[src/rtl/vdac_pkg.sv]
package vdac_pkg;
    localparam int AW   = 11;
    localparam int DW   = 8;
    localparam int CMDW = 10;
    localparam int HIW  = AW - 8;

    typedef enum logic [1:0] {
        PORT_ALO  = 2'd0,
        PORT_AHI  = 2'd1,
        PORT_DATA = 2'd2,
        PORT_NONE = 2'd3
    } port_e;

    typedef enum logic [1:0] {
        COMP_RED   = 2'd0,
        COMP_GREEN = 2'd1,
        COMP_BLUE  = 2'd2
    } comp_e;

    localparam logic [AW-1:0] ADDR_ID   = 11'h003;
    localparam logic [AW-1:0] ADDR_MASK = 11'h004;
    localparam logic [AW-1:0] ADDR_CMD  = 11'h005;
    localparam logic [AW-1:0] CTRL_LO   = 11'h200;
    localparam logic [AW-1:0] CTRL_HI   = 11'h204;
    localparam logic [AW-1:0] COL_LO    = 11'h303;
    localparam logic [AW-1:0] COL_HI    = 11'h304;
    localparam logic [AW-1:0] CUR_LO    = 11'h400;

    localparam int CTRL_N   = int'(CTRL_HI - CTRL_LO) + 1;
    localparam int COL_N    = int'(COL_HI - COL_LO) + 1;
    localparam int COMP_N   = 3;

    localparam logic [DW-1:0] ID_VALUE = 8'h79;
    localparam logic [DW-1:0] MASK_RST = 8'hFF;

    localparam int CMD_HIEN_BIT = 3;
    localparam int CMD_ZERO_BIT = 2;
endpackage

[src/rtl/vdac_addr_ctrl.sv]
module vdac_addr_ctrl
    import vdac_pkg::*;
(
    input  logic          clk,
    input  logic          rst_n,
    input  logic          wr_lo,
    input  logic          wr_hi,
    input  logic          hi_en,
    input  logic          data_acc,
    input  logic [DW-1:0] wdata,
    output logic [AW-1:0] addr_q,
    output comp_e         comp_q,
    output logic          in_ctrl,
    output logic          in_col,
    output logic          in_cur
);
    logic [AW-1:0] addr_d;
    comp_e         comp_d;

    always_comb begin
        in_ctrl = (addr_q >= CTRL_LO) && (addr_q <= CTRL_HI);
        in_col  = (addr_q >= COL_LO)  && (addr_q <= COL_HI);
        in_cur  = (addr_q >= CUR_LO);
    end

    // address next value
    always_comb begin
        addr_d = addr_q;
        if (wr_lo) begin
            addr_d[7:0] = wdata;
        end else if (wr_hi) begin
            if (hi_en) addr_d[AW-1:8] = wdata[HIW-1:0];
        end else if (data_acc) begin
            if (in_ctrl || in_cur)
                addr_d = addr_q + 1'b1;
            else if (in_col && comp_q == COMP_BLUE)
                addr_d = addr_q + 1'b1;
        end
    end

    always_ff @(posedge clk) begin
        if (!rst_n) addr_q <= '0;
        else        addr_q <= addr_d;
    end

    // component state register
    always_ff @(posedge clk) begin
        if (!rst_n) comp_q <= COMP_RED;
        else        comp_q <= comp_d;
    end

    // component next state
    always_comb begin
        comp_d = comp_q;
        if (wr_lo || wr_hi) begin
            comp_d = COMP_RED;
        end else if (data_acc && in_col) begin
            unique case (comp_q)
                COMP_RED:   comp_d = COMP_GREEN;
                COMP_GREEN: comp_d = COMP_BLUE;
                COMP_BLUE:  comp_d = COMP_RED;
                default:    comp_d = COMP_RED;
            endcase
        end
    end

    AST_NO_INC_OUTSIDE: assert property (@(posedge clk) disable iff (!rst_n)
        (data_acc && !in_ctrl && !in_cur && !in_col) |=> addr_q == $past(addr_q));
    AST_CUR_WRAP: assert property (@(posedge clk) disable iff (!rst_n)
        (data_acc && addr_q == '1) |=> addr_q == '0);
    AST_HI_GATED: assert property (@(posedge clk) disable iff (!rst_n)
        (wr_hi && !hi_en) |=> addr_q == $past(addr_q));
    AST_RG_HOLD: assert property (@(posedge clk) disable iff (!rst_n)
        (data_acc && in_col && comp_q != COMP_BLUE) |=> addr_q == $past(addr_q));
    AST_BLUE_ADV: assert property (@(posedge clk) disable iff (!rst_n)
        (data_acc && in_col && comp_q == COMP_BLUE)
            |=> (addr_q == $past(addr_q) + 1'b1) && (comp_q == COMP_RED));
    AST_SUB_RESET: assert property (@(posedge clk) disable iff (!rst_n)
        (wr_lo || wr_hi) |=> comp_q == COMP_RED);
endmodule

[src/rtl/vdac_reg_bank.sv]
module vdac_reg_bank
    import vdac_pkg::*;
(
    input  logic            clk,
    input  logic            rst_n,
    input  logic            wr_data,
    input  logic [AW-1:0]   addr,
    input  logic            in_ctrl,
    input  logic [DW-1:0]   wdata,
    output logic [DW-1:0]   mask_q,
    output logic [CMDW-1:0] cmd_q,
    output logic [DW-1:0]   rd_val,
    output logic            rd_hit
);
    localparam int CIW = $clog2(CTRL_N);

    logic [DW-1:0]  ctrl_q [CTRL_N];
    logic [AW-1:0]  ctrl_off;
    logic [CIW-1:0] ctrl_idx;

    always_comb begin
        ctrl_off = addr - CTRL_LO;
        ctrl_idx = ctrl_off[CIW-1:0];
    end

    always_ff @(posedge clk) begin
        if (!rst_n) begin
            mask_q <= MASK_RST;
            cmd_q  <= '0;
        end else if (wr_data) begin
            if (addr == ADDR_MASK) mask_q <= wdata;
            if (addr == ADDR_CMD) begin
                cmd_q                 <= {2'b00, wdata};
                cmd_q[CMD_ZERO_BIT]   <= 1'b0;
            end
        end
    end

    generate
        for (genvar gi = 0; gi < CTRL_N; gi++) begin : g_ctrl
            always_ff @(posedge clk) begin
                if (!rst_n)
                    ctrl_q[gi] <= '0;
                else if (wr_data && in_ctrl && ctrl_idx == CIW'(gi))
                    ctrl_q[gi] <= wdata;
            end
        end
    endgenerate

    always_comb begin
        rd_val = '0;
        rd_hit = 1'b1;
        if (addr == ADDR_ID)        rd_val = ID_VALUE;
        else if (addr == ADDR_MASK) rd_val = mask_q;
        else if (addr == ADDR_CMD)  rd_val = cmd_q[DW-1:0];
        else if (in_ctrl)           rd_val = ctrl_q[ctrl_idx];
        else                        rd_hit = 1'b0;
    end

    AST_CMD_WRITE: assert property (@(posedge clk) disable iff (!rst_n)
        (wr_data && addr == ADDR_CMD)
            |=> (cmd_q[7:3] == $past(wdata[7:3])) && (cmd_q[1:0] == $past(wdata[1:0])));
    AST_MASK_HOLD: assert property (@(posedge clk) disable iff (!rst_n)
        (wr_data && addr != ADDR_MASK) |=> mask_q == $past(mask_q));
endmodule

[src/rtl/vdac_store.sv]
module vdac_store
    import vdac_pkg::*;
#(
    parameter int CUR_WORDS = 16
) (
    input  logic          clk,
    input  logic          rst_n,
    input  logic          wr_data,
    input  logic [AW-1:0] addr,
    input  logic          in_cur,
    input  logic          in_col,
    input  comp_e         comp,
    input  logic [DW-1:0] wdata,
    output logic [DW-1:0] cur_rd,
    output logic [DW-1:0] col_rd
);
    localparam int CW = $clog2(CUR_WORDS);
    localparam int EW = (COL_N > 1) ? $clog2(COL_N) : 1;

    logic [DW-1:0] cur_q [CUR_WORDS];
    logic [DW-1:0] col_q [COL_N][COMP_N];
    logic [CW-1:0] cur_idx;
    logic [AW-1:0] col_off;
    logic [EW-1:0] ent;

    always_comb begin
        cur_idx = addr[CW-1:0];
        col_off = addr - COL_LO;
        ent     = col_off[EW-1:0];
    end

    generate
        for (genvar gc = 0; gc < CUR_WORDS; gc++) begin : g_cur
            always_ff @(posedge clk) begin
                if (!rst_n)
                    cur_q[gc] <= '0;
                else if (wr_data && in_cur && cur_idx == CW'(gc))
                    cur_q[gc] <= wdata;
            end
        end
        for (genvar ge = 0; ge < COL_N; ge++) begin : g_ent
            for (genvar gk = 0; gk < COMP_N; gk++) begin : g_comp
                always_ff @(posedge clk) begin
                    if (!rst_n)
                        col_q[ge][gk] <= '0;
                    else if (wr_data && in_col && ent == EW'(ge) && comp == comp_e'(gk))
                        col_q[ge][gk] <= wdata;
                end
            end
        end
    endgenerate

    always_comb begin
        cur_rd = cur_q[cur_idx];
        col_rd = '0;
        if (in_col && comp != 2'd3) col_rd = col_q[ent][comp];
    end
endmodule

[src/rtl/vdac_hostregs.sv]
module vdac_hostregs
    import vdac_pkg::*;
#(
    parameter int CUR_WORDS = 16
) (
    input  logic        clk,
    input  logic        rst_n,
    input  logic [1:0]  sel,
    input  logic        wr_stb,
    input  logic        rd_stb,
    input  logic [7:0]  wdata,
    output logic [7:0]  rdata,
    output logic [7:0]  pix_mask,
    output logic [9:0]  cmd_reg
);
    port_e           port;
    logic            wr_lo, wr_hi, wr_data, data_acc;
    logic [AW-1:0]   addr;
    comp_e           comp;
    logic            in_ctrl, in_col, in_cur;
    logic [DW-1:0]   bank_rd, cur_rd, col_rd;
    logic            bank_hit;
    logic [CMDW-1:0] cmd_q;

    always_comb begin
        port     = port_e'(sel);
        wr_lo    = wr_stb && port == PORT_ALO;
        wr_hi    = wr_stb && port == PORT_AHI;
        wr_data  = wr_stb && port == PORT_DATA;
        data_acc = (wr_stb || rd_stb) && port == PORT_DATA;
    end

    vdac_addr_ctrl u_addr (
        .clk      (clk),
        .rst_n    (rst_n),
        .wr_lo    (wr_lo),
        .wr_hi    (wr_hi),
        .hi_en    (cmd_q[CMD_HIEN_BIT]),
        .data_acc (data_acc),
        .wdata    (wdata),
        .addr_q   (addr),
        .comp_q   (comp),
        .in_ctrl  (in_ctrl),
        .in_col   (in_col),
        .in_cur   (in_cur)
    );

    vdac_reg_bank u_bank (
        .clk     (clk),
        .rst_n   (rst_n),
        .wr_data (wr_data),
        .addr    (addr),
        .in_ctrl (in_ctrl),
        .wdata   (wdata),
        .mask_q  (pix_mask),
        .cmd_q   (cmd_q),
        .rd_val  (bank_rd),
        .rd_hit  (bank_hit)
    );

    vdac_store #(.CUR_WORDS(CUR_WORDS)) u_store (
        .clk     (clk),
        .rst_n   (rst_n),
        .wr_data (wr_data),
        .addr    (addr),
        .in_cur  (in_cur),
        .in_col  (in_col),
        .comp    (comp),
        .wdata   (wdata),
        .cur_rd  (cur_rd),
        .col_rd  (col_rd)
    );

    assign cmd_reg = cmd_q;

    always_comb begin
        rdata = '0;
        unique case (port)
            PORT_ALO:  rdata = addr[7:0];
            PORT_AHI:  rdata = {{(DW-HIW){1'b0}}, addr[AW-1:8]};
            PORT_DATA: begin
                if (in_cur)        rdata = cur_rd;
                else if (in_col)   rdata = col_rd;
                else if (bank_hit) rdata = bank_rd;
                else               rdata = '0;
            end
            default:   rdata = '0;
        endcase
    end

    AST_ID_CONST: assert property (@(posedge clk) disable iff (!rst_n)
        (rd_stb && port == PORT_DATA && addr == ADDR_ID) |-> rdata == ID_VALUE);
    AST_UNUSED_PORT: assert property (@(posedge clk) disable iff (!rst_n)
        (rd_stb && port == PORT_NONE) |-> rdata == '0);
endmodule

[config.mk]
export PLATFORM = sky130hd
export DESIGN_NAME = vdac_hostregs
export DESIGN_NICKNAME = d
export VERILOG_FILES = /design/src/rtl/vdac_pkg.sv /design/src/rtl/vdac_addr_ctrl.sv /design/src/rtl/vdac_reg_bank.sv /design/src/rtl/vdac_store.sv /design/src/rtl/vdac_hostregs.sv
export SDC_FILE = /design/constraint.sdc
export NUM_CORES = 1
export LEC_CHECK = 0
export BUFFER_PORTS_ARGS = -buffer_cell sky130_fd_sc_hd__buf_2
export CAP_MARGIN = 5
export CORE_ASPECT_RATIO = 0.8
export CORE_MARGIN = 2
export CORE_UTILIZATION = 61
export DETAILED_ROUTE_END_ITERATION = 10
export PLACE_DENSITY = 0.81
export REMOVE_ABC_BUFFERS = 1
export SLEW_MARGIN = 20
export SYNTH_ARGS = -nofsm -noshare
export SYNTH_HDL_FRONTEND = slang
export SYNTH_SLANG_ARGS = --single-unit
export TNS_END_PERCENT = 5
[constraint.sdc]
create_clock -name clk -period 3.3 [get_ports clk]
set_clock_uncertainty 0.2 [all_clocks]
set_input_delay 0.165 -clock clk [delete_from_list [all_inputs] [get_ports clk]]
set_output_delay 0.165 -clock clk [all_outputs]
set_load 0.005 [all_outputs]
==> out/qor.txt, run 1 <==
via count = 8519
vias in the first global route = 7909
CP max FO = 8
Reg2Reg Depth = 6
Initial DRC Count = 1254
Final WS setup = -21.76 ps
status = finished, violations left
GRT Util Overall = 30.45%
clock share of power = 44.4%
Ant. Diodes = 0
count of final max-slew check failures = 0
Routed Antenna Nets = 0
Internal Pwr Total = 5607 µW
P&R area growth vs syn = 12.68%
FFs w/ async S/R, synth = 0%
most area-consuming cells after synthesis = edfxtp_1 53%, and2_1 11%, mux4_2 8.5%
first-pass GRT wire length = 48.00 mm
Mapped Area = 12250 µm²
CP Data Required Time = 2930 ps
reg2reg start = u_addr.addr_q[1]
Final Setup Violations = 1
Yosys top cell area share = 52.95%
Hold Path Depth = 5
relative slew slack = 47.84%
Unique masters post-synth = 64
die width = 162.4 µm
Top FF cell, synth = edfxtp_1
synthesized area per cell = 12.60 µm²
nets = 1029
RSZ-0062 raised after global routing = true
H-tree depth = 1
count leader, synth = and2_1
maximum VDD drop = 0.0004643 V
clk sinks = 248
Net Sw Frac = 22.13%
buffer count from post-CTS setup fixing = 0
Setup Crit Path Kind = register to output pin
clk_lat worst skew = 540 ps
Hold EP = u_addr.addr_q[5]
slew at the pin closest to its max-slew limit = 782.4 ps
Fin. Hold Viols = 0
fin util = 69.91%
I/O Pins = 40
most frequent cells after synthesis = 217 x and2_1, 216 x edfxtp_1, 55 x clkbuf_1
Core Footprint = 19740 µm²
CTS tree = yes
drt via density = 6.589
Post-synth EDFFs = 216
Hold WC Path Type = input pin to register
Crit Reg-Reg Endpoint = u_store.col_q[0][10]
leakage power = 0.004981 µW
Comb pwr share = 6.2%
Placer Congestion = 1.026
Yosys top cell by area = edfxtp_1
WL/cell = 24.48 µm
Final Cell Area = 13800 µm²
grt ovf = 0
Tcrit/Tclk final = 100.7%
final WL = 31.65 mm
worst reg2reg setup slack = 410 ps
Peak Freq = 301.0 MHz
initial antenna violation count = 0
Residual DRC = 0
Post-DP HPWL = 20.50 mm
Initial Utilization = 62.05%
Rows = 46
failing checks = negative setup slack
FF+latch count, synth = 248
Post-Syn Instances = 972
YS warnings = 0
hold slack = 34.48 ps
Port-buffer cells = 36
placed inst area = 12810 µm²
startpoint types = register
deepest clock path buffer count = 3
clk slew on worst S/H paths = 70 ps
die area = 21240 µm²
pre-CTS setup slack = 390.1 ps
drt pass-1 iters = 5
Sw Pwr = 1593 µW
die height = 130.7 µm
hold path start = rd_stb
CP arrival = 2960 ps
root buffer cell = clkbuf_16
share of layout cells above drive strength 1 = 19.44%
crit path time final = 3322 ps
largest net degree at the start of global routing = 49
Design Power = 7200 µW
crit path capture type = output pin
CTS Buf Count = 25
register area share after synthesis = 58.18%
pwr dens = 521.7 nW/µm²
maxcap violations = 0
Flop pwr share = 49.4%
==> cell type report <==
class                      count  area (µm²)
sequential                   248        7141
fill                        1284        5939
multi-input combinational    637        4762
clock buffer                  28       636.9
timing repair buffer          90       613.1
tap                          264       330.3
clock inverter                18       289.0
inverter                       8       30.03
==> logic make-up (layout without fill, tap and decap cells) <==
logic type	after synthesis	after routing	synth area share (%)
flops	248	248	58.18
buf+inv	89	144	3.115
compound gates	134	134	6.926
mux	93	93	12.34
simple gates	402	402	18.90
fa+ha+maj	5	5	0.5107
other cells	1	3	0.03061
==> critical path: stages, from the launching register on <==
cell and delay [ps]:
dfxtp_1 570, nand2b_1 270, or3_1 400, a21oi_1 260
o221ai_1 240, a2111oi_1 480, buf_2 200
==> how the worst max path moves through the flow <==
stage,start,end,slack (ps),depth (start not counted)
final,u_addr.addr_q[2],rdata[7],-20,6
after global routing,u_addr.addr_q[3],rdata[7],-40,6
after CTS,register,rdata[0],10,7
after detailed placement,register,rdata[2],390,6
after global placement,register,rdata[2],390,6
after floorplan,u_addr.addr_q[0],u_store.col_q[0][16],-300,5
==> cell usage in the layout (no fill, tap or decap), types with 5 or more instances in the layout <==
master / count
nand3b_1: 7
nor2_1: 50
nor3_1: 5
o211ai_1: 5
nand3_1: 24
nor2b_1: 6
mux4_2: 46
nand2b_1: 6
bufinv_16: 7
o2111ai_1: 7
nand2_1: 46
o21ai_0: 41
mux2i_1: 43
clkbuf_16: 25
and2_1: 217
and3_1: 5
buf_4: 48
inv_1: 8
a22oi_1: 5
edfxtp_1: 216
buf_2: 36
nor4_1: 5
a21oi_1: 36
dfxtp_1: 27
==> metrics by stage <==
stage	setup TNS, ps	cells
after global placement	0	1244
after floorplan	-7856	893
after detailed placement	0	1244
final	-21.76	1293
after CTS	0	1293
after global routing	-43.17	1293
==> power by group through the flow <==
| stage | registers [µW] | logic, µW | clock network (µW) |
|---|---|---|---|
| floorplan | 3620 | 211 | 0 |
| global route | 3560 | 473 | 3330 |
| global placement | 3620 | 421 | 0 |
| CTS | 3560 | 436 | 3210 |
| finish | 3560 | 448 | 3200 |
| detailed placement | 3620 | 428 | 0 |
==> flip-flops by register name, indices dropped and copies added (netlist names), named ones only <==
signal and flops:
u_bank.mask_q 8, u_bank.ctrl_q 40, u_addr.comp_q 2, u_store.cur_q 128, u_bank.cmd_q 7, u_store.col_q 48
u_addr.addr_q 11
==> per-layer routing <==
metal / GRT usage (%) / up-vias / part of all wire (%)
li1: - / 3664 / -
met1: 46.48 / 4220 / 41
met2: 45.96 / 554 / 45
met3: 4.830 / 81 / 11
met4: 8.902 / 0 / 2.8
met5: 0 / - / 0
==> what timing repair did <==
item / 4_1_cts / 5_1_grt
resized for setup: 4 / 9
setup endpoints to repair: 5 / 6
endpoints found under the hold margin: 26 / 0
hold buffers: 3 / 0
Power figures use the tool's default switching activity.
==> run 2, diff against run 1 <==
--- a/config.mk
+++ b/config.mk
@@ -9,9 +9,9 @@
 export CAP_MARGIN = 5
 export CORE_ASPECT_RATIO = 0.8
 export CORE_MARGIN = 2
-export CORE_UTILIZATION = 61
+export CORE_UTILIZATION = 56
 export DETAILED_ROUTE_END_ITERATION = 10
-export PLACE_DENSITY = 0.81
+export PLACE_DENSITY = 0.79
 export REMOVE_ABC_BUFFERS = 1
 export SLEW_MARGIN = 20
 export SYNTH_ARGS = -nofsm -noshare
==> constraint.sdc (replaced) <==
create_clock -name clk -period 2.75 [get_ports clk]
set_clock_uncertainty 0.2 [all_clocks]
set_input_delay 0.1375 -clock clk [delete_from_list [all_inputs] [get_ports clk]]
set_output_delay 0.1375 -clock clk [all_outputs]
set_load 0.005 [all_outputs]
==> run 2 against run 1 <==
Effect of this change:
- the flow still finishes with violations (negative setup slack)
- power is 22% higher
- register-to-register slack lost 350 ps
- sequential cell count stayed put
- combinational power rose by 49%
- cell count grew 3.9%
- die area up 8.7%
- count of clock-buffer cells in the layout grew 4
- sequential power is 19% higher
- largest cell class unchanged
==> out/qor.txt, run 2 (synthesis gave the netlist of run 1 again) <==
status = finished, violations left (unchanged)
failing checks = negative setup slack (unchanged)
largest net degree at the start of global routing = 31 (was 49)
I/O Pins = 40 (unchanged)
Post-DP HPWL = 21.42 mm (was 20.50 mm)
crit path time final = 2911 ps
share of layout cells above drive strength 1 = 26.75% (was 19.44%)
Fin. Hold Viols = 0 (unchanged)
clk slew on worst S/H paths = 60 ps (was 70 ps)
commonest non-fill, non-tap cell in the layout = and2_1 (unchanged)
Final WS setup = -160.5 ps (was -21.76 ps)
startpoint types = register (unchanged)
maxcap violations = 0 (unchanged)
Hold WC Path Type = input pin to register (unchanged)
drt pass-1 iters = 5 (unchanged)
Setup Crit Path Kind = register to output pin (unchanged)
most frequent cells in the layout = 217 x and2_1, 216 x edfxtp_1, 78 x buf_4 (was 217 x and2_1, 216 x edfxtp_1, 50 x nor2_1)
Final Setup Violations = 8 (was 1)
Slowest cell on crit path = dfxtp_4 (was dfxtp_1)
final WL = 32.84 mm (was 31.65 mm)
busiest grt layer = met2 (was met1)
Worst path top cell family by delay = buffers and inverters (was compound AO/OA/AOI/OAI gates)
CTS Buf Count = 25 (unchanged)
initial antenna violation count = 0 (unchanged)
Rows = 48 (was 46)
Biggest register = u_store.cur_q (unchanged)
Core Footprint = 21500 µm² (was 19740 µm²)
Routed Antenna Nets = 0 (unchanged)
nets = 1070 (was 1029)
CTS tree = yes (unchanged)
Port-buffer cells = 36 (unchanged)
# fillers = 1500 (was 1284)
area of the multi-input gates = 5100 µm² (was 4762 µm²)
CP max FO = 15 (was 8)
met2 GRT Util = 44.29% (was 45.96%)
Peak Freq = 343.6 MHz
Register Area = 7147 µm² (was 7141 µm²)
vias in the first global route = 8167 (was 7909)
Placer Congestion = 0.9986 (was 1.026)
clk_lat worst skew = 520 ps (was 540 ps)
drt via density = 6.278 (was 6.589)
via count = 8437 (was 8519)
biggest regs = u_store.cur_q x128, u_store.col_q x48, u_bank.ctrl_q x40 (unchanged)
CP Data Required Time = 2410 ps (was 2930 ps)
relative slew slack = 51.47% (was 47.84%)
met3 Use GR = 5.473% (was 4.830%)
slew at the pin closest to its max-slew limit = 727.9 ps (was 782.4 ps)
met1 GRT Util = 42.13% (was 46.48%)
Final Cell Area = 14610 µm² (was 13800 µm²)
max reg flops = 128 (unchanged)
WL/cell = 24.43 µm (was 24.48 µm)
Initial Utilization = 56.97% (was 62.05%)
CP arrival = 2570 ps (was 2960 ps)
leakage power = 0.005305 µW (was 0.004981 µW)
root buffer cell = clkbuf_16 (unchanged)
crit path capture type = output pin (unchanged)
Buf/Inv on CP = 3 (was 1)
H-tree depth = 1 (unchanged)
Tcrit/Tclk final = 105.8%
RSZ-0062 raised after global routing = true (unchanged)
maximum VDD drop = 0.0004609 V (was 0.0004643 V)
GRT Util Overall = 28.68% (was 30.45%)
die width = 169.4 µm (was 162.4 µm)
die height = 136.3 µm (was 130.7 µm)
Residual DRC = 0 (unchanged)
clk sinks = 248 (unchanged)
P&R area growth vs syn = 19.31% (was 12.68%)
count of final max-slew check failures = 0 (unchanged)
die area = 23080 µm² (was 21240 µm²)
hold slack = 24.68 ps (was 34.48 ps)
fin util = 67.97% (was 69.91%)
deepest clock path buffer count = 3 (unchanged)
Ant. Diodes = 0 (unchanged)
pwr dens = 602.5 nW/µm² (was 521.7 nW/µm²)
Worst path max stage delay = 410 ps (was 570 ps)
critical-path cell list = bufbuf_16 > buf_4 > mux4_2 > mux2i_2 > o2111ai_2 > a22oi_2 > nor2_1 > buf_2 (was nand2b_1 > or3_1 > a21oi_1 > o221ai_1 > a2111oi_1 > buf_2)
grt ovf = 0 (unchanged)
Initial DRC Count = 1050 (was 1254)
placed inst area = 13120 µm² (was 12810 µm²)
first-pass GRT wire length = 49.18 mm (was 48.00 mm)
==> run 2: layer usage <==
metal | up-vias | routed length, µm
met2 | 416 | 15050
met3 | 73 | 2651
li1 | 3732 | -
met5 | - | 0
met1 | 4216 | 14230
met4 | 0 | 911
==> run 2: final timing paths <==
kind | start | endpoint | slack, ps | cells past startpoint
min reg2reg | u_bank.mask_q[3] | u_bank.mask_q[3] | 330 | 2
max reg2reg | u_addr.addr_q[4] | u_store.col_q[0][21] | 60 | 6
max | register | rdata[6] | -160 | 8
min | wdata[7] | u_bank.cmd_q[7] | 20 | 3
==> run 2: final cells by class <==
cell class | count | area share [%]
multi-input combinational | 637 | 34.90
tap | 275 | 2.354
inverter | 8 | 0.2055
sequential | 248 | 48.90
timing repair buffer | 131 | 7.166
clock buffer | 32 | 4.803
clock inverter | 13 | 1.670
==> run 2: where the power goes <==
group	switching (µW)	total [µW]	internal, µW
clock	1440	3890	2450
combinational	414	668	254
sequential	56.5	4250	4190
total	1910	8810	6900
==> run 2: timing repair <==
item,CTS,global route
setup buffers,1,3
resized for setup,50,36
gates cloned,1,2
endpoints found under the setup margin,8,29
pin swaps,13,19
hold buffers,4,0
hold endpoints to repair,27,0
==> run 2: worst reg2reg max path, stage by stage (launching register included) <==
cell      delay, ps
dfxtp_1         310
buf_4           170
nor3_1          280
nand4b_1        230
or4_1           710
o31ai_1         290
buf_4           220
==> run 2: per-stage QoR <==
stage / setup WS, ps / power [µW] / TNS (ps) / std cells
floorplan: -846.9 / 4592 / -49680 / 893
global placement: -52.67 / 4884 / -52.67 / 1290
detailed placement: 7.176 / 4899 / 0 / 1290
CTS: -187.0 / 8767 / -1077 / 1339
global route: -218.7 / 9013 / -1901 / 1344
finish: -160.5 / 8806 / -1013 / 1344
==> run 3, diff against run 2 <==
--- a/config.mk
+++ b/config.mk
@@ -11,6 +11,7 @@
 export CORE_MARGIN = 2
 export CORE_UTILIZATION = 56
 export DETAILED_ROUTE_END_ITERATION = 10
+export GPL_TIMING_DRIVEN = 0
 export PLACE_DENSITY = 0.79
 export REMOVE_ABC_BUFFERS = 1
 export SLEW_MARGIN = 20
==> run 3 against run 2 <==
Effect of this change:
- the run still ends with negative setup slack left
- critical path depth fell by 1
- clock power fell by 16%
- first-iteration DRC count rose by 23%
==> out/qor.txt, run 3 (synthesis gave the netlist of run 1 again) <==
Tcrit/Tclk final = 110.4% (was 105.8%)
Placer Congestion = 0.9387 (was 0.9986)
Post-DP HPWL = 18.40 mm (was 21.42 mm)
WL/cell = 25.88 µm (was 24.43 µm)
CTS Buf Count = 25 (unchanged)
first-pass GRT wire length = 49.56 mm (was 49.18 mm)
Initial Utilization = 56.97% (unchanged)
Crit Reg-Reg Endpoint = u_store.col_q[1][0] (was u_store.col_q[0][21])
maximum VDD drop = 0.0006585 V (was 0.0004609 V)
Setup Crit Path Kind = register to output pin (unchanged)
slew at the pin closest to its max-slew limit = 1156 ps (was 727.9 ps)
Biggest register = u_store.cur_q (unchanged)
drt via density = 6.646 (was 6.278)
# fillers = 1487 (was 1500)
fin util = 66.63% (was 67.97%)
Rows = 48 (unchanged)
Routed Antenna Nets = 0 (unchanged)
clk slew on worst S/H paths = 60 ps (about the same)
most frequent cells in the layout = 217 x and2_1, 216 x edfxtp_1, 49 x nor2_1 (was 217 x and2_1, 216 x edfxtp_1, 78 x buf_4)
via count = 8620 (was 8437)
H-tree depth = 1 (unchanged)
hold path start = wdata[3] (was wdata[7])
Port-buffer cells = 36 (unchanged)
largest net degree at the start of global routing = 52 (was 31)
Ant. Diodes = 0 (unchanged)
crit path capture type = output pin (unchanged)
Hold EP = u_bank.cmd_q[3] (was u_bank.cmd_q[7])
Residual DRC = 0 (unchanged)
CP arrival = 2700 ps (was 2570 ps)
Fin. Hold Viols = 0 (unchanged)
max reg flops = 128 (unchanged)
I/O Pins = 40 (unchanged)
pwr dens = 569.5 nW/µm² (was 602.5 nW/µm²)
Hold WC Path Type = input pin to register (unchanged)
Peak Freq = 329.3 MHz (was 343.6 MHz)
reg2reg start = u_addr.addr_q[0] (was u_addr.addr_q[4])
drt pass-1 iters = 6 (was 5)
vias in the first global route = 8231 (was 8167)
Reg2Reg Depth = 5 (was 6)
clk sinks = 248 (unchanged)
Core Footprint = 21500 µm² (unchanged)
die height = 136.3 µm (unchanged)
GRT Util Overall = 28.97% (was 28.68%)
share of layout cells above drive strength 1 = 26.61% (was 26.75%)
Design Power = 8158 µW (was 8806 µW)
Final WS setup = -286.7 ps (was -160.5 ps)
P&R area growth vs syn = 16.95% (was 19.31%)
initial antenna violation count = 0 (unchanged)
startpoint types = register (unchanged)
final WL = 33.56 mm (was 32.84 mm)
root buffer cell = clkbuf_16 (unchanged)
die width = 169.4 µm (unchanged)
Final Cell Area = 14330 µm² (was 14610 µm²)
CP max FO = 6 (was 15)
Final Setup Violations = 25 (was 8)
commonest non-fill, non-tap cell in the layout = and2_1 (unchanged)
placed inst area = 12490 µm² (was 13120 µm²)
die area = 23080 µm² (unchanged)
clk_lat worst skew = 530 ps (was 520 ps)
CTS tree = yes (unchanged)
failing checks = negative setup slack (unchanged)
relative slew slack = 22.65% (was 51.47%)
CP Data Required Time = 2410 ps (about the same)
Hold Path Depth = 3 (unchanged)
Initial DRC Count = 1290 (was 1050)
deepest clock path buffer count = 3 (unchanged)
crit path time final = 3037 ps (was 2911 ps)
biggest regs = u_store.cur_q x128, u_store.col_q x48, u_bank.ctrl_q x40 (unchanged)
maxcap violations = 0 (unchanged)
nets = 1023 (was 1070)
status = finished, violations left (unchanged)
count of final max-slew check failures = 0 (unchanged)
RSZ-0062 raised after global routing = true (unchanged)
grt ovf = 0 (unchanged)
worst reg2reg setup slack = -70 ps (was 60 ps)
leakage power = 0.005052 µW (was 0.005305 µW)
## run 3: power breakdown
group	switching [µW]	internal [µW]
logic	401	237
clock network	1430	1830
registers	80.7	4190
## run 3: what timing repair did
action | in CTS | in global routing
buffers inserted | 33 | 9
hold buffers | 1 | 0
gates cloned | 1 | 1
endpoints found under the setup margin | 381 | 284
hold endpoints to repair | 3 | 0
pin swaps | 16 | 14
resized for setup | 86 | 39
## run 3: per-stage QoR
step / cells / TNS [ps] / hold slack (ps) / setup WS [ps]
4_1_cts: 1287 / -2613 / 1.611 / -263.0
2_1_floorplan: 893 / -49680 / -0.5586 / -846.9
3_5_place_dp: 1207 / -135960 / 300.6 / -1095
3_3_place_gp: 1204 / -380780 / 301.9 / -1818
6_report: 1297 / -2752 / 30.65 / -286.7
5_1_grt: 1297 / -6711 / 46.26 / -346.8
## run 3: worst max-delay path, stage by stage (launching register included)
cell	delay (ps)
dfxtp_4	440
ha_4	210
a211oi_2	70
nand4b_1	350
a211oi_4	380
a221oi_2	130
a2111oi_4	420
buf_2	180
## run 3: metal layers
metal	global-route usage (%)	up-vias	wire, µm
li1	-	3649	-
met2	44.63	660	15280
met3	5.298	102	4071
met4	10.49	0	1253
met1	41.71	4209	12950
met5	0	-	0
## run 3: worst max-delay path by stage
stage / slack, ps / to / from / depth (start not counted)
4_1_cts: -260 / rdata[7] / u_addr.addr_q[4] / 6
3_3_place_gp: -1820 / u_store.col_q[0][23] / u_addr.addr_q[0] / 5
3_5_place_dp: -1090 / rdata[7] / u_addr.addr_q[0] / 7
5_1_grt: -350 / rdata[7] / u_addr.addr_q[0] / 7
6_report: -290 / rdata[7] / u_addr.addr_q[0] / 7
2_1_floorplan: -850 / u_store.col_q[0][16] / u_addr.addr_q[0] / 5
## run 3: area by class of cell
| type | count | area [µm²] | share of cell area (%) |
|---|---|---|---|
| clock buffers | 34 | 679.4 | 4.743 |
| clock inverters | 11 | 83.83 | 0.5852 |
| inverters | 8 | 33.78 | 0.2358 |
| multi-input cells | 637 | 5243 | 36.60 |
| flip-flops and latches | 248 | 7173 | 50.07 |
| well taps | 275 | 344.1 | 2.402 |
| repair buffers | 84 | 768.2 | 5.363 |
